==> config.mk <==
export PLATFORM = sky130hd
export DESIGN_NAME = frame_irq_sched
export DESIGN_NICKNAME = d
export VERILOG_FILES = /design/src/rtl/cs_sched_pkg.sv /design/src/rtl/cs_timer_next.sv /design/src/rtl/cs_step_calc.sv /design/src/rtl/frame_irq_sched.sv
export SDC_FILE = /design/constraint.sdc
export NUM_CORES = 1
export LEC_CHECK = 0
export BUFFER_PORTS_ARGS = -buffer_cell sky130_fd_sc_hd__buf_2
export CAP_MARGIN = 15
export CORE_ASPECT_RATIO = 0.8
export CORE_MARGIN = 4
export CORE_UTILIZATION = 30
export CTS_BUF_LIST = sky130_fd_sc_hd__clkbuf_4 sky130_fd_sc_hd__clkbuf_8 sky130_fd_sc_hd__clkbuf_16
export DETAILED_ROUTE_END_ITERATION = 10
export PLACE_DENSITY = 0.52
export SLEW_MARGIN = 5
export SYNTH_ARGS = -nofsm -noshare
export SYNTH_HDL_FRONTEND = slang
export SYNTH_SLANG_ARGS = --single-unit
==> constraint.sdc <==
create_clock -name clk -period 14.1 [get_ports clk]
set_input_delay 2.115 -clock clk [delete_from_list [all_inputs] [get_ports clk]]
set_output_delay 2.115 -clock clk [all_outputs]
set_load 0.01 [all_outputs]
==> src/rtl/cs_sched_pkg.sv <==
package cs_sched_pkg;
    localparam int unsigned FRAME_CYC  = 3668;
    localparam int unsigned IRQ_PHASE  = 1096;
    localparam int unsigned PHASE_LEAD = 2572;
    localparam int unsigned IRQ_BASE   = 1832;
    localparam int unsigned SND_EXTRA  = 4;
    localparam int unsigned DLY_EXTRA  = 8;
    localparam int unsigned BOOT_CYC   = 3250;

    // Interrupt point that follows a given cycle count
    function automatic int unsigned irq_after(input int unsigned c);
        return ((c + PHASE_LEAD) / FRAME_CYC) * FRAME_CYC + IRQ_PHASE;
    endfunction
endpackage

==> src/rtl/cs_timer_next.sv <==
module cs_timer_next #(
    parameter int TMR_W = 8
) (
    input  logic [TMR_W-1:0] cur,
    input  logic             dec,
    input  logic             ld,
    input  logic [TMR_W-1:0] ld_val,
    output logic [TMR_W-1:0] nxt,
    output logic             nonzero
);
    always_comb begin
        nonzero = (cur != '0);
        if (ld)
            nxt = ld_val;
        else if (dec && nonzero)
            nxt = cur - TMR_W'(1);
        else
            nxt = cur;
    end
endmodule

==> src/rtl/cs_step_calc.sv <==
module cs_step_calc #(
    parameter int CNT_W = 32,
    parameter int AMT_W = 16
) (
    input  logic [CNT_W-1:0] count,
    input  logic [CNT_W-1:0] next_irq,
    input  logic [AMT_W-1:0] amount,
    output logic [AMT_W-1:0] step,
    output logic [AMT_W-1:0] rest
);
    logic [CNT_W-1:0] gap;

    always_comb begin
        gap = next_irq - count;
        if (gap < CNT_W'(amount))
            step = gap[AMT_W-1:0];
        else
            step = amount;
        rest = amount - step;
    end
endmodule

==> src/rtl/frame_irq_sched.sv <==
module frame_irq_sched
    import cs_sched_pkg::*;
#(
    parameter int CNT_W     = 32,
    parameter int AMT_W     = 16,
    parameter int TMR_W     = 8,
    parameter int START_CYC = BOOT_CYC
) (
    input  logic             clk,
    input  logic             rst_n,
    input  logic             add_valid,
    input  logic [AMT_W-1:0] add_amount,
    output logic             add_ready,
    input  logic             snd_load,
    input  logic [TMR_W-1:0] snd_load_val,
    input  logic             dly_load,
    input  logic [TMR_W-1:0] dly_load_val,
    output logic [TMR_W-1:0] snd_timer,
    output logic [TMR_W-1:0] dly_timer,
    output logic             frame_strobe,
    output logic [CNT_W-1:0] cycle_count
);
    localparam int N_TMR = 2;
    localparam logic [CNT_W-1:0] FRAME_W   = CNT_W'(FRAME_CYC);
    localparam logic [CNT_W-1:0] RST_COUNT = CNT_W'(START_CYC);
    localparam logic [CNT_W-1:0] RST_NEXT  = CNT_W'(irq_after(START_CYC));

    typedef struct packed {
        logic [CNT_W-1:0] count;
        logic [CNT_W-1:0] next_irq;
        logic [AMT_W-1:0] remain;
        logic [TMR_W-1:0] snd;
        logic [TMR_W-1:0] dly;
        logic             strobe;
    } sched_t;

    sched_t s_d, s_q;

    logic             due;
    logic             accept;
    logic [AMT_W-1:0] src;
    logic [AMT_W-1:0] step;
    logic [AMT_W-1:0] rest;
    logic [CNT_W-1:0] cost;
    logic [CNT_W-1:0] next_irq;

    logic [TMR_W-1:0] tmr_cur [N_TMR];
    logic [TMR_W-1:0] tmr_nxt [N_TMR];
    logic [TMR_W-1:0] tmr_val [N_TMR];
    logic             tmr_ld  [N_TMR];
    logic             tmr_nz  [N_TMR];

    assign due       = (s_q.count >= s_q.next_irq);
    assign add_ready = (s_q.remain == '0) && !due;
    assign accept    = add_valid && add_ready;
    assign src       = (s_q.remain != '0) ? s_q.remain : (accept ? add_amount : '0);

    assign tmr_cur[0] = s_q.snd;
    assign tmr_cur[1] = s_q.dly;
    assign tmr_ld[0]  = snd_load;
    assign tmr_ld[1]  = dly_load;
    assign tmr_val[0] = snd_load_val;
    assign tmr_val[1] = dly_load_val;

    for (genvar t = 0; t < N_TMR; t++) begin : g_tmr
        cs_timer_next #(.TMR_W(TMR_W)) u_tmr (
            .cur     (tmr_cur[t]),
            .dec     (due),
            .ld      (tmr_ld[t]),
            .ld_val  (tmr_val[t]),
            .nxt     (tmr_nxt[t]),
            .nonzero (tmr_nz[t])
        );
    end

    cs_step_calc #(.CNT_W(CNT_W), .AMT_W(AMT_W)) u_step (
        .count    (s_q.count),
        .next_irq (s_q.next_irq),
        .amount   (src),
        .step     (step),
        .rest     (rest)
    );

    assign cost = CNT_W'(IRQ_BASE)
                + (tmr_nz[0] ? CNT_W'(SND_EXTRA) : '0)
                + (tmr_nz[1] ? CNT_W'(DLY_EXTRA) : '0);

    always_comb begin
        s_d        = s_q;
        s_d.strobe = 1'b0;
        s_d.snd    = tmr_nxt[0];
        s_d.dly    = tmr_nxt[1];
        if (due) begin
            s_d.count    = s_q.count + cost;
            s_d.next_irq = s_q.next_irq + FRAME_W;
            s_d.strobe   = 1'b1;
        end else begin
            s_d.count  = s_q.count + CNT_W'(step);
            s_d.remain = rest;
        end
    end

    always_ff @(posedge clk or negedge rst_n) begin
        if (!rst_n) begin
            s_q.count    <= RST_COUNT;
            s_q.next_irq <= RST_NEXT;
            s_q.remain   <= '0;
            s_q.snd      <= '0;
            s_q.dly      <= '0;
            s_q.strobe   <= 1'b0;
        end else begin
            s_q <= s_d;
        end
    end

    assign next_irq     = s_q.next_irq;
    assign cycle_count  = s_q.count;
    assign snd_timer    = s_q.snd;
    assign dly_timer    = s_q.dly;
    assign frame_strobe = s_q.strobe;
endmodule

Yosys cells after proc, flatten, opt, wreduce, memory -nomap -nowiden
Index checks and enable logic that the tools add are counted.

ROM bits: 0. Bits in registers: 97. Memories kept: 0. Output and inout bits: 50. Latch bits: 0. RAM bits: 0.

$lt $le $gt $ge: 2. $mul: 0. Reduce and logical (&&, ||, !) cells: 11. Mux-type cells: 11. Divide/modulo/power cells: 0. Bitwise operators: 0. Eq/ne operators: 0. Shift-type cells: 0. $add $sub $neg: 9.

Operators by type and width (number): $mux 16 (3); $add 32x12->32 const B (1); $add 32x13->32 (1); $add 32x16->32 (1); $ge 32x32->1 (1); $lt 32x16->1 (1); $mux 32 (1); $mux 8 (4); $sub 32x32->32 (1); $logic_not 16->1 (1); $reduce_bool 16->1 (1); $reduce_bool 8->1 (2); $sub 16x16->16 (1); $sub 8x1->8 const B (2); $add 12x4->13 (1); $add 11x3->12 const A (1); $logic_and 1x1->1 (4); $mux 4 (1); $reduce_bool 2->1 (2); $mux 3 (1); $logic_not 1->1 (1); $mux 1 (1).

Depth between registers and ports, before layout
Gate-level depths: netlist (run 1).

Word-level depth: 10. Depth in mapped cells: 43. Mapped depth without buffers: 40.

By module
A second synthesis (run 1) with hierarchy kept.

Cell total of the unflattened synthesis: 1298. Area, all modules: 10532.6 um^2.

Modules (own cells, without submodules): frame_irq_sched (area an instance 6045.8 um^2, instances 1, cells an instance 607); cs_step_calc (area an instance 3721.1 um^2, instances 1, cells an instance 573); cs_timer_next (area an instance 382.9 um^2, instances 2, cells an instance 59).

Worst setup path before layout (run 1)
OpenSTA, ideal clock, no wires.

Kind: register to register. Start point: register cycle_count[5] (netlist name). End point: register cycle_count[26] (netlist name). Stages on the path, launching flop included: 43. Arrival: 8314 ps. Buffers on the path: 2. Path slack: 5663 ps. Required time: 13977 ps. Setup time: 123 ps. Clock period less this slack: 8437 ps. Cell sequence: dfstp_2 > inv_1 > ha_1 > nand2_1 > o31ai_1 > o21ai_1 > a31oi_1 > nor2_1 > nor2b_1 > inv_2 > nor2_1 > clkbuf_1 > a21o_1 > inv_1 > ha_1 > nand2_1 > or3_1 > nor2b_1 > [... 7 more ...] > nor2_1 > a21oi_1 > ha_1 > inv_1 > fa_1 > nor2b_1 > o21ai_0 > a21boi_0 > o21ai_0 > a21boi_0 > o21ai_0 > a21boi_0 > o21ai_0 > a21oi_1 > a21oi_1 > a211oi_1 > nand3_1 > xnor2_1.

==> impl_metrics.py, run 1 <==
metrics = {
    "worst_setup_path": {
        "reg2reg_depth": 40,
        "crit_fanout": 36,
        "r2r-end": "cycle_count[30]$_DFF_PN0_",
        "critPathMaxStageDelay_ns": 0.59,
        "critPathArrivalTime_ns": 9.94,
        "crit_path_end_kind": "flip-flop",
        "startpoint_type": "flip-flop",
        "rrSetupSlack_ns": 4.40,
        "worstSetupPathType": "reg2reg",
        "crit_slowest_cell": "dfstp_2",
        "required_ns": 14.34,
        "reg2reg_from": "cycle_count[5]$_DFF_PN1_",
    },
    "yosys": {
        "ys_ff_latch": 95,
        "netlist-cell-type-count": 75,
        "yosys.area.top_type": "dfrtp_1",
        "synthCells": 1172,
        "synth_top_cell_area_share_pct": 22.52,
        "synth_area_leaders": "dfrtp_1 23%, ha_1 12%, xnor2_1 6.6%",
        "syn_area_per_cell_um2": 7.870,
        "async_flop_share_pct": 100.0,
        "synth_nets": 1302,
        "ys.flop_type": "dfrtp_1",
        "yosysWarnings": 0,
        "syn_area_mm2": 0.009224,
        "synth_edf_count": 0,
        "synth_seq_area_share_pct": 25.94,
    },
    "global_route": {
        "grt_busiest_layer": "met1",
        "grt_max_degree": 64,
        "gr-total-overflow": 0,
        "grt_util_met3_pct": 3.416,
        "use_met1_pct": 24.24,
        "grt_pass1_wl_mm": 43.04,
        "antenna_found_initial": 0,
        "grt_pass1_vias": 7780,
        "grt_use_total_pct": 15.99,
        "grt.met2_usage_pct": 23.54,
    },
    "detailed_routing": {
        "vias": 8245,
        "ant_nets": 0,
        "drt-pass1-iter-count": 5,
        "avgViaCountPerCell": 5.121,
        "drt_wl_total_mm": 26.93,
        "drc": 0,
        "first_iter_violations": 615,
        "avgRoutedWirePerCell_um": 16.72,
    },
    "sta": {
        "finalCriticalPeriod_ns": 9.704,
        "finalHoldViolations": 0,
        "fin_setup_tns_ns": 0,
        "slew_headroom_pct": 45.22,
        "rsz0062_at_grt": "no",
        "setup_viol": 0,
        "clock-skew-final_ns": 0.01177,
        "worst_slew_pin_slew_ns": 0.8131,
        "fin_crit_sh_pct": 68.82,
        "fmax_mhz": 103.1,
        "drv_slew": 0,
    },
    "clock_tree": {
        "cts_tree": "done",
        "cts_max_level": 3,
        "postCtsHoldBufs": 0,
        "clk_latency_ns": 0.36,
        "clock_path_buffers": 2,
        "cts-resized-gates": 0,
        "cts_setup_buffers": 0,
        "cts_sinks": 95,
        "cts.root.buffer_cell": "clkbuf_16",
        "clkSlewWorstSetupHoldPaths_ns": 0.07,
        "numCtsBuffers": 9,
    },
    "floorplan": {
        "initial_core_util_pct": 30.43,
        "die_area_mm2": 0.03363,
        "die_h_um": 164.8,
        "io_pins": 87,
        "dieWidth_um": 204.0,
        "core-area_mm2": 0.03031,
        "row_count": 57,
    },
    "final_layout": {
        "syn2layout_area_growth_pct": 8.614,
        "drive_above_1_share_pct": 11.61,
        "finalNetCount": 1322,
        "n_antenna_cell": 0,
        "final_util_pct": 33.05,
        "final_common_cell": "nand2_1",
        "final_cell_mix": "130 x nand2_1, 90 x ha_1, 87 x nor2_1, 87 x inv_1, 86 x a21oi_1",
    },
    "place": {
        "dp_hpwl_mm": 21.52,
        "numPortBuffers": 86,
        "gp_congestion": 0.8850,
    },
    "hold_path": {
        "hold_depth": 2,
        "holdPathEnd": "next_irq[3]$_DFFE_PN1N_",
        "hold_path_class": "reg2reg",
        "hold_start": "next_irq[3]$_DFFE_PN1N_",
    },
    "run_status": {
        "status": "complete, no violations",
    },
    "run": {
        "maxCapViolCount": 0,
    },
}
-- metal layers --
| metal | up-vias | part of all wire [%] |
|---|---|---|
| li1 | 4136 | - |
| met1 | 3876 | 52 |
| met2 | 220 | 41 |
| met3 | 13 | 6.0 |
| met4 | 0 | 0.97 |
| met5 | - | 0 |
-- sequential cells by signal, indices dropped and copies added (netlist names) --
register / cells
s_q: 16
frame_strobe: 1
dly_timer: 8
snd_timer: 8
next_irq: 30
cycle_count: 32
-- kinds of logic (layout without fill, tap and decap cells) --
group,after synthesis,count (layout),synth area share [%]
xor+xnor,101,101,9.590
mux,9,9,0.9767
simple gates,400,400,20.77
compound gates,302,302,20.90
fa+ha+maj,93,93,12.86
flops,95,95,25.94
buf+inv,172,197,8.966
-- per-stage QoR --
step | instances | area [um2] | setup WS, ns | hold slack (ns)
5_1_grt | 1610 | 10020 | 3.567 | 0.5237
3_3_place_gp | 1594 | 9737 | 4.904 | 0.4649
4_1_cts | 1610 | 10020 | 4.443 | 0.4812
6_report | 1610 | 10020 | 4.396 | 0.4802
3_5_place_dp | 1594 | 9737 | 4.519 | 0.4716
2_1_floorplan | 1172 | 9224 | 5.663 | 0.4493
-- worst max-delay path: cells and delay by family, from the launching register on --
| family | cells | cell delay, ns |
|---|---|---|
| simple gates | 9 | 1.84 |
| xor+xnor | 1 | 0.14 |
| buf+inv | 6 | 0.90 |
| flops | 1 | 0.59 |
| fa+ha+maj | 4 | 1.31 |
| compound gates | 20 | 4.76 |
-- worst max-delay path by stage --
stage / startpoint / to / slack, ns / cells past startpoint
after floorplan: cycle_count[5]$_DFF_PN1_ / cycle_count[26]$_DFF_PN0_ / 5.66 / 42
after global placement: cycle_count[20]$_DFF_PN0_ / cycle_count[31]$_DFF_PN0_ / 4.90 / 38
after detailed placement: cycle_count[5]$_DFF_PN1_ / cycle_count[30]$_DFF_PN0_ / 4.52 / 40
after CTS: cycle_count[5]$_DFF_PN1_ / cycle_count[30]$_DFF_PN0_ / 4.44 / 40
after global routing: cycle_count[5]$_DFF_PN1_ / cycle_count[30]$_DFF_PN0_ / 3.57 / 40
final: cycle_count[5]$_DFF_PN1_ / cycle_count[30]$_DFF_PN0_ / 4.40 / 40
-- cell type report --
| type | count | area, um2 |
|---|---|---|
| clock inverters | 1 | 5.005 |
| repair buffers | 93 | 485.5 |
| flip-flops and latches | 95 | 2392 |
| inverters | 88 | 330.3 |
| multi-input cells | 905 | 6012 |
| fillers | 3214 | 20290 |
| clock buffers | 15 | 276.5 |
| well taps | 413 | 516.7 |
-- cells in the mapped netlist, types with 28 or more instances --
cell,instances
a21o_1,32
nor3_1,41
xor2_1,32
clkbuf_1,28
nand2_1,130
a21oi_1,86
dfrtp_1,83
o21ai_0,78
xnor2_1,69
buf_4,48
inv_1,87
ha_1,90
nor2_1,87
nand3_1,33
Power of run 1 is not shown: default switching activity piles up to over one toggle a cycle in this logic, so the estimate is an artifact.
==> run 2: changes to the inputs <==
- clock period: 14.1 -> 10 ns (I/O delays scaled with it)
==> run 2 against run 1 <==
  * Via count is 0.23% higher
  * Die area is the same
  * Count of clock-buffer cells in the layout shrank 4
  * Design area up 0.41%
  * Highest routed layer unchanged
  * Critical path depth fell by 1
  * Hold slack got worse by 0.0020 ns
  * Sequential cell count is the same
  * Sequential share of layout area shrank 0.098 points
  * Register-to-register slack got worse by 3.5 ns
  * Non-clock buffer count unchanged
  * Critical endpoint unchanged
  * Cell count unchanged
==> impl_metrics.py, run 2 (synthesis results as in run 1) <==
metrics = {
    "run_status": {
        "status": "complete, no violations",
    },
    "floorplan": {
        "io_pins": 87,
        "initial_core_util_pct": 30.43,
        "dieWidth_um": 204.0,
        "die_area_mm2": 0.03363,
        "core-area_mm2": 0.03031,
        "die_h_um": 164.8,
        "row_count": 57,
    },
    "place": {
        "numPortBuffers": 86,
        "dp_hpwl_mm": 21.61,
        "placed_cells": 1594,
        "gp_congestion": 0.8817,
    },
    "clock_tree": {
        "clkSlewWorstSetupHoldPaths_ns": 0.07,
        "postCtsHoldBufs": 0,
        "cts_max_level": 3,
        "clk_latency_ns": 0.37,
        "numCtsBuffers": 9,
        "clock_path_buffers": 2,
        "cts_tree": "done",
        "cts.root.buffer_cell": "clkbuf_16",
        "cts_sinks": 95,
    },
    "final_layout": {
        "stdcell_count": 1610,
        "largest_reg_flops": 32,
        "finalNetCount": 1322,
        "drive_above_1_share_pct": 11.95,
        "final_common_cell": "nand2_1",
        "final_cell_mix": "130 x nand2_1, 90 x ha_1, 87 x inv_1, 86 x a21oi_1, 86 x nor2_1",
        "syn2layout_area_growth_pct": 9.061,
        "n_antenna_cell": 0,
    },
    "hold_path": {
        "hold_path_class": "reg2reg",
    },
    "detailed_routing": {
        "vias": 8264,
        "avgRoutedWirePerCell_um": 17.01,
        "ant_nets": 0,
        "drt-pass1-iter-count": 7,
        "avgViaCountPerCell": 5.133,
        "drc": 0,
        "first_iter_violations": 541,
        "drt_wl_total_mm": 27.39,
    },
    "sta": {
        "fmax_mhz": 109.8,
        "drv_slew": 0,
        "worst_slew_pin_slew_ns": 0.7900,
        "finalCriticalPeriod_ns": 9.105,
        "rsz0062_at_grt": "no",
        "fin_hold_ws_ns": 0.4782,
        "clock-skew-final_ns": 0.01303,
        "finalHoldViolations": 0,
        "fin_setup_tns_ns": 0,
        "setup_viol": 0,
        "fin_crit_sh_pct": 91.05,
        "slew_headroom_pct": 47.33,
    },
    "worst_setup_path": {
        "critPathArrivalTime_ns": 9.35,
        "required_ns": 10.24,
        "critPathMaxStageDelay_ns": 0.59,
        "crit_fanout": 36,
        "startpoint_type": "flip-flop",
        "crit_path_end_kind": "flip-flop",
        "worstSetupPathType": "reg2reg",
        "crit_slowest_cell": "dfstp_2",
    },
    "global_route": {
        "gr-total-overflow": 0,
        "grt_use_total_pct": 16.08,
        "grt_pass1_vias": 7728,
        "grt_max_degree": 64,
        "grt_pass1_wl_mm": 43.11,
        "antenna_found_initial": 0,
    },
    "run": {
        "maxCapViolCount": 0,
    },
}
[run 2: changes by cell type in the layout (fill, tap and decap cells not counted), sizes merged]
cell / before / now
clkbuf: 15 / 11
clkinv: 1 / 3
bufinv: 0 / 1
inv: 88 / 89
[run 2: metal layers]
metal	track usage, %	vias up	share of wire [%]
li1	-	4123	-
met1	24.10	3927	52
met2	24.07	199	42
met3	3.102	15	5.4
met4	3.196	0	1.1
met5	0	-	0
[run 2: per-stage QoR]
step / cell area [um2] / worst slack (ns) / utilization (%)
after CTS: 10030 / 0.5280 / 33.11
final: 10060 / 0.8947 / 33.19
after global routing: 10060 / 0.01291 / 33.19
after detailed placement: 9737 / 0.6118 / 32.12
after global placement: 9737 / 0.8541 / 32.12
after floorplan: 9224 / 1.563 / -
[run 2: final cells by class]
cell class / count / area [um2]
Clock buffer: 11 / 240.2
Tap cell: 413 / 516.7
Clock inverter: 5 / 57.56
Fill cell: 3221 / 20250
Timing Repair Buffer: 93 / 485.5
Inverter: 88 / 330.3
Multi-Input combinational cell: 905 / 6037
Sequential cell: 95 / 2392
[run 2: path summary, 6_finish.rpt]
path,end,from,cells after the start,slack [ns]
worst min register to register,next_irq[31]$_DFFE_PN0N_,next_irq[31]$_DFFE_PN0N_,1,0.48
worst max register to register,cycle_count[30]$_DFF_PN0_,cycle_count[1]$_DFFE_PN1P_,39,0.89
worst max-delay path,cycle_count[30]$_DFF_PN0_,cycle_count[1]$_DFFE_PN1P_,39,0.89
min in group asynchronous,s_q[22]$_DFFE_PN0P_,rst_n,1,1.13
worst min-delay path,next_irq[31]$_DFFE_PN0N_,next_irq[31]$_DFFE_PN0N_,1,0.48
max in group asynchronous,cycle_count[24]$_DFF_PN0_,rst_n,2,7.66
[run 2: critical path: cells and delay by family, from the launching register on]
family                     cells  cell delay (ns)
AOI/OAI and AO/OA             21             5.04
and+or+nand+nor                8             1.29
adders and majority gates      4             1.19
buffers and inverters          5             0.71
DFF                            1             0.59
xor gates and xnor gates       1             0.14
[run 2: timing repair]
action	in CTS	in global routing
buffers inserted	0	0
setup endpoints to repair	0	16
resized for setup	0	6
Power of run 2 is left out for the same reason.
==> run 3: changes to the inputs <==
- CORE_ASPECT_RATIO: 0.8 -> default
==> run 3 against run 2 <==
  * Critical path depth is the same
  * Design area fell by 0.65%
  * First-iteration DRC count is 18% lower
  * Clock skew decreased by 0.0031 ns
  * Wire length fell by 1.8%
  * Die area about the same
  * Utilization rose by 0.18 points
  * Via count decreased by 0.88%
  * Non-clock buffer count unchanged
  * Register-to-register slack better by 0.05 ns
  * Count of clock-buffer cells in the layout decreased by 1
  * Cell count is 1.5% lower
  * Critical path type unchanged
  * Critical endpoint is now cycle_count[20]$_DFF_PN0_
==> impl_metrics.py, run 3 (synthesis results as in run 1) <==
metrics = {
    "clock_tree": {
        "cts_max_level": 3,
        "numCtsBuffers": 9,
        "clkSlewWorstSetupHoldPaths_ns": 0.08,
        "clk_latency_ns": 0.36,
        "cts_tree": "done",
        "cts.root.buffer_cell": "clkbuf_16",
        "clock_path_buffers": 2,
        "cts_sinks": 95,
    },
    "global_route": {
        "grt_pass1_wl_mm": 43.17,
        "antenna_found_initial": 0,
        "gr-total-overflow": 0,
        "grt_max_degree": 63,
        "grt_use_total_pct": 15.75,
        "grt_pass1_vias": 7833,
    },
    "sta": {
        "slew_headroom_pct": 45.04,
        "worst_slew_pin_slew_ns": 0.8169,
        "rsz0062_at_grt": "no",
        "finalHoldViolations": 0,
        "fin_crit_sh_pct": 90.50,
        "setup_viol": 0,
        "fmax_mhz": 110.5,
        "finalCriticalPeriod_ns": 9.050,
        "setup_ws_ns": 0.9497,
        "fin_setup_tns_ns": 0,
        "clock-skew-final_ns": 0.009921,
        "drv_slew": 0,
    },
    "final_layout": {
        "final_common_cell": "nand2_1",
        "final_cell_mix": "130 x nand2_1, 90 x ha_1, 87 x nor2_1, 87 x inv_1, 86 x a21oi_1",
        "syn2layout_area_growth_pct": 8.356,
        "largest_reg_flops": 32,
        "finalNetCount": 1322,
        "n_antenna_cell": 0,
        "drive_above_1_share_pct": 11.62,
    },
    "floorplan": {
        "die_h_um": 183.3,
        "row_count": 63,
        "die_area_mm2": 0.03362,
        "dieWidth_um": 183.3,
        "core-area_mm2": 0.02995,
        "io_pins": 87,
        "initial_core_util_pct": 30.79,
    },
    "worst_setup_path": {
        "worstSetupPathType": "reg2reg",
        "crit_path_end_kind": "flip-flop",
        "required_ns": 10.25,
        "crit_fanout": 15,
        "crit_slowest_cell": "dfstp_2",
        "cp_top_family": "compound AO/OA/AOI/OAI gates",
        "path_buf_inv": 5,
        "startpoint_type": "flip-flop",
        "critPathArrivalTime_ns": 9.30,
        "critPathMaxStageDelay_ns": 0.64,
    },
    "detailed_routing": {
        "avgViaCountPerCell": 5.165,
        "avgRoutedWirePerCell_um": 16.96,
        "drc": 0,
        "drt-pass1-iter-count": 5,
        "drt_wl_total_mm": 26.89,
        "ant_nets": 0,
        "first_iter_violations": 444,
        "vias": 8191,
    },
    "run": {
        "maxCapViolCount": 0,
    },
    "place": {
        "numPortBuffers": 86,
        "dp_slack_ns": 1.029,
        "gp_congestion": 0.9235,
        "dp_hpwl_mm": 21.43,
    },
    "hold_path": {
        "hold_path_class": "reg2reg",
    },
    "run_status": {
        "status": "complete, no violations",
    },
}
[run 3: through the flow]
| step | util [%] | hold WS [ns] | cell area (um2) | cells |
|---|---|---|---|---|
| floorplan | - | 0.4493 | 9224 | 1172 |
| global placement | 32.41 | 0.4722 | 9708 | 1571 |
| detailed placement | 32.41 | 0.4827 | 9708 | 1571 |
| CTS | 33.35 | 0.4932 | 9988 | 1586 |
| global route | 33.37 | 0.5064 | 9995 | 1586 |
| finish | 33.37 | 0.4900 | 9995 | 1586 |
[run 3: what timing repair did]
action	CTS	global route
hold buffers	0	0
setup endpoints to repair	0	7
setup buffers	0	0
gates resized for setup	0	1
[run 3: final timing paths]
check,from,end,slack (ns),cells past startpoint
worst max-delay path,cycle_count[5]$_DFF_PN1_,cycle_count[20]$_DFF_PN0_,0.95,39
worst min-delay path,next_irq[21]$_DFFE_PN0N_,next_irq[21]$_DFFE_PN0N_,0.49,1
worst max register to register,cycle_count[5]$_DFF_PN1_,cycle_count[20]$_DFF_PN0_,0.95,39
worst min register to register,next_irq[21]$_DFFE_PN0N_,next_irq[21]$_DFFE_PN0N_,0.49,1
max in group asynchronous,rst_n,next_irq[18]$_DFFE_PN0N_,7.69,2
min in group asynchronous,rst_n,dly_timer[1]$_DFFE_PN0P_,1.17,1
[run 3: area by class of cell]
| cell class | instances | area [um2] |
|---|---|---|
| tap | 390 | 488.0 |
| fill | 3239 | 19960 |
| inverter | 88 | 330.3 |
| sequential | 95 | 2392 |
| clock buffer | 10 | 239.0 |
| multi-input combinational | 905 | 6018 |
| timing repair buffer | 93 | 485.5 |
| clock inverter | 5 | 41.29 |
[run 3: per-layer routing]
layer	vias to the layer above	share of wire, %	GRT usage, %
met1	3867	50	22.95
li1	4146	-	-
met5	-	0	0
met4	0	1.3	3.278
met3	26	3.7	2.221
met2	152	45	24.93
Power of run 3 is left out for the same reason.
